`src/rtl/cks_pkg.sv`:
```
package cks_pkg;
    localparam int REG_W = 8;

    localparam logic [1:0] ADDR_PROC   = 2'd0;
    localparam logic [1:0] ADDR_SUBOSC = 2'd1;
    localparam logic [1:0] ADDR_SELECT = 2'd2;

    localparam int PROC_STOP_BIT = 7;
    localparam int PROC_DIV_BIT  = 1;
    localparam int SUB_STOP_BIT  = 0;
    localparam int SUB_FB_BIT    = 1;
    localparam int SEL_REQ_BIT   = 4;
    localparam int SEL_STAT_BIT  = 5;

    localparam logic [REG_W-1:0] PROC_MASK   = 8'h82;
    localparam logic [REG_W-1:0] SUBOSC_MASK = 8'h03;
    localparam logic [REG_W-1:0] SELECT_MASK = 8'h10;
    localparam logic [REG_W-1:0] PROC_RESET  = 8'h02;

    typedef enum logic {SRC_MAIN = 1'b0, SRC_SUB = 1'b1} clk_src_e;

    // Terminal count of the divider: ticks per enable minus one
    function automatic logic [1:0] div_limit(input clk_src_e src, input logic div4);
        if (src == SRC_SUB)
            return 2'd1;
        else if (div4)
            return 2'd3;
        else
            return 2'd0;
    endfunction
endpackage

```
`src/rtl/cks_regs.sv`:
```
module cks_regs
    import cks_pkg::*;
(
    input  logic             clk,
    input  logic             rst,
    input  logic             wr_en,
    input  logic [1:0]       wr_addr,
    input  logic [REG_W-1:0] wr_data,
    input  logic             on_sub,
    output logic [REG_W-1:0] proc_q,
    output logic [REG_W-1:0] subosc_q,
    output logic [REG_W-1:0] select_q
);
    logic [REG_W-1:0] proc_wr;
    logic             stop_allowed;

    always_comb begin
        proc_wr      = wr_data & PROC_MASK;
        stop_allowed = on_sub || !wr_data[PROC_STOP_BIT];
        if (!stop_allowed)
            proc_wr[PROC_STOP_BIT] = proc_q[PROC_STOP_BIT];
    end

    always_ff @(posedge clk) begin
        if (rst) begin
            proc_q   <= PROC_RESET;
            subosc_q <= '0;
            select_q <= '0;
        end else if (wr_en) begin
            case (wr_addr)
                ADDR_PROC:   proc_q   <= proc_wr;
                ADDR_SUBOSC: subosc_q <= wr_data & SUBOSC_MASK;
                ADDR_SELECT: select_q <= wr_data & SELECT_MASK;
                default: ;
            endcase
        end
    end

    p_reserved_zero_r5: assert property (@(posedge clk) disable iff (rst)
        ((proc_q & ~PROC_MASK) == '0) && ((subosc_q & ~SUBOSC_MASK) == '0)
        && ((select_q & ~SELECT_MASK) == '0));

    p_stop_only_on_sub_r3: assert property (@(posedge clk) disable iff (rst)
        $rose(proc_q[PROC_STOP_BIT]) |-> $past(on_sub));
endmodule

```
`src/rtl/cks_switch.sv`:
```
module cks_switch
    import cks_pkg::*;
(
    input  logic     clk,
    input  logic     rst,
    input  clk_src_e req_src,
    input  logic     main_run_tick,
    input  logic     sub_run_tick,
    output clk_src_e act_src,
    output logic     switching
);
    always_comb begin
        if (req_src == SRC_SUB)
            switching = (act_src == SRC_MAIN) && sub_run_tick;
        else
            switching = (act_src == SRC_SUB) && main_run_tick;
    end

    always_ff @(posedge clk) begin
        if (rst)
            act_src <= SRC_MAIN;
        else if (switching)
            act_src <= req_src;
    end

    p_to_sub_on_tick_r6: assert property (@(posedge clk) disable iff (rst)
        (act_src == SRC_SUB && $past(act_src) == SRC_MAIN)
        |-> $past(sub_run_tick) && $past(req_src) == SRC_SUB);

    p_to_main_on_tick_r8: assert property (@(posedge clk) disable iff (rst)
        (act_src == SRC_MAIN && $past(act_src) == SRC_SUB)
        |-> $past(main_run_tick) && $past(req_src) == SRC_MAIN);
endmodule

```
`src/rtl/cks_divider.sv`:
```
module cks_divider #(
    parameter int CNT_W = 2
) (
    input  logic             clk,
    input  logic             rst,
    input  logic             tick,
    input  logic             restart,
    input  logic [CNT_W-1:0] limit,
    output logic             en
);
    logic [CNT_W-1:0] cnt;

    always_ff @(posedge clk) begin
        if (rst) begin
            cnt <= '0;
            en  <= 1'b0;
        end else if (restart) begin
            cnt <= '0;
            en  <= 1'b0;
        end else if (tick) begin
            if (cnt >= limit) begin
                cnt <= '0;
                en  <= 1'b1;
            end else begin
                cnt <= cnt + 1'b1;
                en  <= 1'b0;
            end
        end else begin
            en <= 1'b0;
        end
    end

    p_en_follows_tick_r2: assert property (@(posedge clk) disable iff (rst)
        en |-> $past(tick) && !$past(restart));

    p_no_en_after_restart_r7: assert property (@(posedge clk) disable iff (rst)
        restart |=> !en);
endmodule

```
`src/rtl/cpuclk_src_sel.sv`:
```
module cpuclk_src_sel
    import cks_pkg::*;
#(
    parameter int CNT_W = 2
) (
    input  logic       clk,
    input  logic       rst,
    input  logic       main_tick,
    input  logic       sub_tick,
    input  logic       wr_en,
    input  logic [1:0] wr_addr,
    input  logic [7:0] wr_data,
    output logic [7:0] proc_rd,
    output logic [7:0] subosc_rd,
    output logic [7:0] select_rd,
    output logic       cpu_clk_en,
    output logic       cpu_on_sub,
    output logic       main_osc_stop,
    output logic       sub_osc_stop,
    output logic       sub_fb_off
);
    logic [REG_W-1:0] proc_q, subosc_q, select_q;
    logic             main_run_tick, sub_run_tick, act_tick, switching;
    clk_src_e         req_src, act_src;
    logic [CNT_W-1:0] limit;

    cks_regs u_regs (
        .clk      (clk),
        .rst      (rst),
        .wr_en    (wr_en),
        .wr_addr  (wr_addr),
        .wr_data  (wr_data),
        .on_sub   (cpu_on_sub),
        .proc_q   (proc_q),
        .subosc_q (subosc_q),
        .select_q (select_q)
    );

    assign main_osc_stop = proc_q[PROC_STOP_BIT];
    assign sub_osc_stop  = subosc_q[SUB_STOP_BIT];
    assign sub_fb_off    = subosc_q[SUB_FB_BIT];
    assign main_run_tick = main_tick && !main_osc_stop;
    assign sub_run_tick  = sub_tick && !sub_osc_stop;
    assign req_src       = clk_src_e'(select_q[SEL_REQ_BIT]);

    cks_switch u_switch (
        .clk           (clk),
        .rst           (rst),
        .req_src       (req_src),
        .main_run_tick (main_run_tick),
        .sub_run_tick  (sub_run_tick),
        .act_src       (act_src),
        .switching     (switching)
    );

    assign cpu_on_sub = (act_src == SRC_SUB);
    assign act_tick   = cpu_on_sub ? sub_run_tick : main_run_tick;
    assign limit      = CNT_W'(div_limit(act_src, proc_q[PROC_DIV_BIT]));

    cks_divider #(.CNT_W(CNT_W)) u_div (
        .clk     (clk),
        .rst     (rst),
        .tick    (act_tick),
        .restart (switching),
        .limit   (limit),
        .en      (cpu_clk_en)
    );

    always_comb begin
        proc_rd   = proc_q;
        subosc_rd = subosc_q;
        select_rd = select_q;
        select_rd[SEL_STAT_BIT] = cpu_on_sub;
    end

    p_main_runs_while_main_r3: assert property (@(posedge clk) disable iff (rst)
        !cpu_on_sub |-> !main_osc_stop);
endmodule

```
`config.mk`:
```
export PLATFORM = sky130hd
export DESIGN_NAME = cpuclk_src_sel
export DESIGN_NICKNAME = d
export VERILOG_FILES = /design/src/rtl/cks_pkg.sv /design/src/rtl/cks_regs.sv /design/src/rtl/cks_switch.sv /design/src/rtl/cks_divider.sv /design/src/rtl/cpuclk_src_sel.sv
export SDC_FILE = /design/constraint.sdc
export NUM_CORES = 1
export LEC_CHECK = 0
export BUFFER_PORTS_ARGS = -buffer_cell sky130_fd_sc_hd__buf_4
export CAP_MARGIN = 20
export CORE_MARGIN = 2
export CORE_UTILIZATION = 45
export DETAILED_ROUTE_END_ITERATION = 8
export PLACE_DENSITY = 0.86
export SYNTH_ARGS = -nofsm -noshare
export SYNTH_HDL_FRONTEND = slang
export SYNTH_HIERARCHICAL = 1
export SYNTH_SLANG_ARGS = --single-unit
```
`constraint.sdc`:
```
create_clock -name clk -period 3.7 [get_ports clk]
set_clock_uncertainty 0.2 [all_clocks]
set_input_delay 0.74 -clock clk [delete_from_list [all_inputs] [get_ports clk]]
set_output_delay 0.74 -clock clk [all_outputs]
set_load 0.02 [all_outputs]
```
==> results.cfg, run 1 <==
[run_status]
status = finished clean

[die]
dieWidth_um = 43.6
rows = 14
die_y_um = 43.6
num_io_pins = 44
core_area_um2 = 1490
fp.dieArea_um2 = 1900
start_util = 0.475

[flow_run]
drv_cap = 0

[global_route]
first_global_vias = 432
track_usage = 0.129
antenna_found_initial = 0
grt_max_degree = 13
grt-ovfl-total = 0
grt_pass1_wl_um = 1770

[cts]
cts_tree = yes
root_buffer = clkbuf_4
clk_path_buf_depth = 2
cts.repair.resized = 0
cts_hold_buf = 0
insertion_delay_ps = 270
cts_setup_buffers = 0
cts_sinks = 9
numCtsBuffers = 3
clk_pin_slew_ps = 60
h-tree-depth = 1

[sta]
setup_violations = 0
rsz0062_at_grt = false
drv_slew = 0
fin_crit_sh = 0.513
fmax_ghz = 0.527
fin_crit_ps = 1900
hold_viol_final = 0
tns_ps = 0

[detailed_routing]
vias = 503
antenna_left = 0
wl_per_cell_um = 9.99
dr.first_iter.drc_count = 8
vias_per_cell = 4.41
route.detailed.drc = 0
dr.pass1.iters = 4
drt_wl_total_um = 1140

[finish]
mostFrequentLayoutCells = buf_4 (21), conb_1 (18), dfxtp_1 (9), nand2b_1 (8)
fin_util = 0.544
antenna_cells = 0
mostFrequentLayoutCell = buf_4
area_growth_pct = 14.5
final_nets = 116
multi_input_area_um2 = 410
register_area_um2 = 180
fill_cells = 144
drive_gt1_frac = 0.316

[place]
dpl.hpwl_um = 952
gp_congestion = 0.664
io_buffer_count = 21

[hold_path]
hold_class = flip-flop to flip-flop

[power]
p_per_area_nw_per_um2 = 316
pwr-share-comb = 0.280
peakVddDrop_uv = 177
p_leak_nw = 0.406
p_int_uw = 175
seqPwrFrac = 0.416
clockPowerShare = 0.305
swShare = 0.318
power.switching_uw = 81.3

[critical_path]
crit_path_end_kind = output port
crit_chain = buf_4
critPathTopFamily = flip-flops
start_kind = flip-flop
max_stage_delay_ps = 490
cp.arrival_ps = 960
cp_slowest_cell = dfxtp_1
cp_max_fo = 9
critPathBufInv = 1
critPathKind = flip-flop to output port
required_ps = 2760

[yosys]
synth_area_um2 = 707
synthCells = 78
ys_warn_count = 6
syn_avg_cell_area_um2 = 9.06
-- cell type report --
cell class | count | share of cell area
Multi-Input combinational cell | 60 | 0.507
Clock buffer | 4 | 0.0325
Timing Repair Buffer | 21 | 0.195
Tap cell | 16 | 0.0247
Sequential cell | 9 | 0.223
Inverter | 4 | 0.0185
-- metrics by stage --
stage	power (mW)	setup WS [ps]	cell area, µm²	std cells	hold slack, ps
6_report	0.256	1800	810	114	289
5_1_grt	0.271	1750	810	114	326
4_1_cts	0.260	1790	810	114	294
3_5_place_dp	0.180	1770	783	110	281
3_3_place_gp	0.177	1800	783	110	274
2_1_floorplan	0.175	1940	771	95	273
-- state kept, by name (all words and copies together) (netlist names) --
name,cells
u_switch/act_src,1
u_div/en,1
u_div/cnt,2
u_regs/subosc_q,2
u_regs/select_q,1
u_regs/proc_q,2
-- worst paths after layout --
kind | endpoint | slack, ps | from | depth (start not counted)
max | select_rd[5] | 1800 | u_switch/act_src | 1
min | u_regs/subosc_q[1] | 290 | u_regs/subosc_q[1] | 2
max reg2reg | u_div/en | 1950 | u_switch/act_src | 5
min reg2reg | u_regs/subosc_q[1] | 290 | u_regs/subosc_q[1] | 2
-- power by group through the flow --
stage	sequential [mW]	clock (mW)	combinational (mW)
after detailed placement	0.109	0	0.0714
after global routing	0.107	0.0869	0.0770
after floorplan	0.110	0	0.0643
after CTS	0.106	0.0816	0.0716
after global placement	0.108	0	0.0682
final	0.106	0.0779	0.0716
-- metal layers --
layer,global-route usage,part of all wire,vias up
met1,0.135,0.41,211
li1,-,-,259
met2,0.224,0.46,31
met3,0.0417,0.097,2
met4,0.0727,0.027,0
met5,0,0,-
No activity file was read; power rests on OpenSTA's default activity.
==> inputs of run 2 (changes only) <==
Settings changed: CORE_UTILIZATION 45 to 41, PLACE_DENSITY 0.86 to 0.8.
Clock period 3.7 ns to 1.9 ns, I/O delays scaled along.
==> run 2 against run 1 <==
  * First-iteration DRC count decreased by 13%
  * Sequential cell count did not move
  * Cell count rose by 1.8%
  * Largest cell class unchanged
  * Highest routed layer unchanged
==> results.cfg, run 2 (synthesized netlist as in run 1, its figures left out) <==
[run_status]
status = finished clean

[die]
fp.dieArea_um2 = 2070
rows = 15
die_y_um = 45.5
num_io_pins = 44
dieWidth_um = 45.5
core_area_um2 = 1670
start_util = 0.423

[critical_path]
critPathBufInv = 0
r2r_start = u_regs/proc_q[1]
critPathTopFamily = simple AND/OR/NAND/NOR gates
path_depth = 5
cp.arrival_ps = 1600
critPathKind = flip-flop to flip-flop
cp_slowest_cell = dfxtp_1
max_stage_delay_ps = 340
cp_max_fo = 4
r2r_setup_slack_ps = 250
start_kind = flip-flop
ff2ff_path_depth = 5
r2r-end = u_div/en
required_ps = 1850
crit_path_end_kind = flip-flop
crit_chain = or2_1 > ha_1 > nand2b_4 > a21o_1 > and3_1

[global_route]
grt_max_degree = 13
track_usage = 0.122
antenna_found_initial = 0
first_global_vias = 452
grt-ovfl-total = 0
grt_pass1_wl_um = 1780

[cts]
h-tree-depth = 1
insertion_delay_ps = 260
cts_sinks = 9
cts.repair.resized = 0
root_buffer = clkbuf_4
cts_hold_buf = 0
cts_tree = yes
cts_setup_buffers = 0
clk_pin_slew_ps = 60
clk_path_buf_depth = 2
numCtsBuffers = 3

[sta]
fin_crit_ps = 1650
fmax_ghz = 0.608
hold_viol_final = 0
fin_crit_sh = 0.866
hold_slack_ps = 155
tns_ps = 0
drv_slew = 0
rsz0062_at_grt = false
setup_violations = 0

[finish]
mostFrequentLayoutCell = buf_4
area_growth_pct = 15.8
largest_registers = u_div/cnt: 2 flops, u_regs/proc_q: 2 flops, u_regs/subosc_q: 2 flops
drive_gt1_frac = 0.323
fin_util = 0.490
antenna_cells = 0
final_nets = 117
mostFrequentLayoutCells = buf_4 (22), conb_1 (18), dfxtp_1 (9), nand2b_1 (8)

[power]
peakVddDrop_uv = 233
p_per_area_nw_per_um2 = 606
p_leak_nw = 0.411

[place]
io_buffer_count = 21
gp_congestion = 0.661
dpl.hpwl_um = 954

[detailed_routing]
dr.pass1.iters = 4
vias = 536
antenna_left = 0
dr.first_iter.drc_count = 7
wl_per_cell_um = 10.0
route.detailed.drc = 0
drt_wl_total_um = 1170
vias_per_cell = 4.62

[hold_path]
hold-path-endpoint = u_regs/proc_q[7]
hold_class = input port to flip-flop
hold_depth = 2
min_from = rst

[flow_run]
drv_cap = 0
-- run 2: changes by cell type in the layout (fill, tap and decap cells not counted), sizes merged --
cell / delta
buf: +1
-- run 2: final cells by class --
cell class              count  area (µm²)
clock buffers               4        26.3
fillers                   166         852
inverters                   4        15.0
multi-input cells          60         410
flip-flops and latches      9         180
well taps                  17        21.3
repair buffers             22         165
-- run 2: worst register-to-register path: stages (launching register included) --
cell and delay [ps]:
dfxtp_1 340, or2_1 210, ha_1 280, nand2b_4 150
a21o_1 180, and3_1 180
-- run 2: how the worst max path moves through the flow --
stage / start / end / slack (ps)
4_1_cts: u_regs/proc_q[1] / u_div/en / 250
3_3_place_gp: u_regs/proc_q[1] / u_div/en / 270
5_1_grt: u_regs/proc_q[1] / u_div/en / 190
3_5_place_dp: u_regs/proc_q[1] / u_div/en / 260
6_report: u_regs/proc_q[1] / u_div/en / 250
2_1_floorplan: u_switch/act_src / u_div/en / 160
-- run 2: report_power, final --
group	leakage, nW	switching, mW	internal [mW]
Combinational	0.323	0.0780	0.0603
Clock	0.0150	0.0691	0.0811
Sequential	0.0732	0.00905	0.198
-- run 2: per-layer routing --
metal | GRT usage | routed length, µm | part of all wire | vias up
met5 | 0 | 0 | 0 | -
met2 | 0.208 | 543 | 0.47 | 30
li1 | - | - | - | 263
met3 | 0.0119 | 87 | 0.075 | 4
met1 | 0.131 | 495 | 0.42 | 239
met4 | 0.106 | 38 | 0.033 | 0
-- run 2: stage by stage --
| step | setup WS, ps | instance area, µm² | cells | total power, mW |
|---|---|---|---|---|
| after global placement | 273 | 792 | 112 | 0.345 |
| final | 254 | 818 | 116 | 0.496 |
| after global routing | 189 | 818 | 116 | 0.527 |
| after detailed placement | 256 | 792 | 112 | 0.350 |
| after CTS | 246 | 818 | 116 | 0.502 |
| after floorplan | 157 | 771 | 95 | 0.340 |
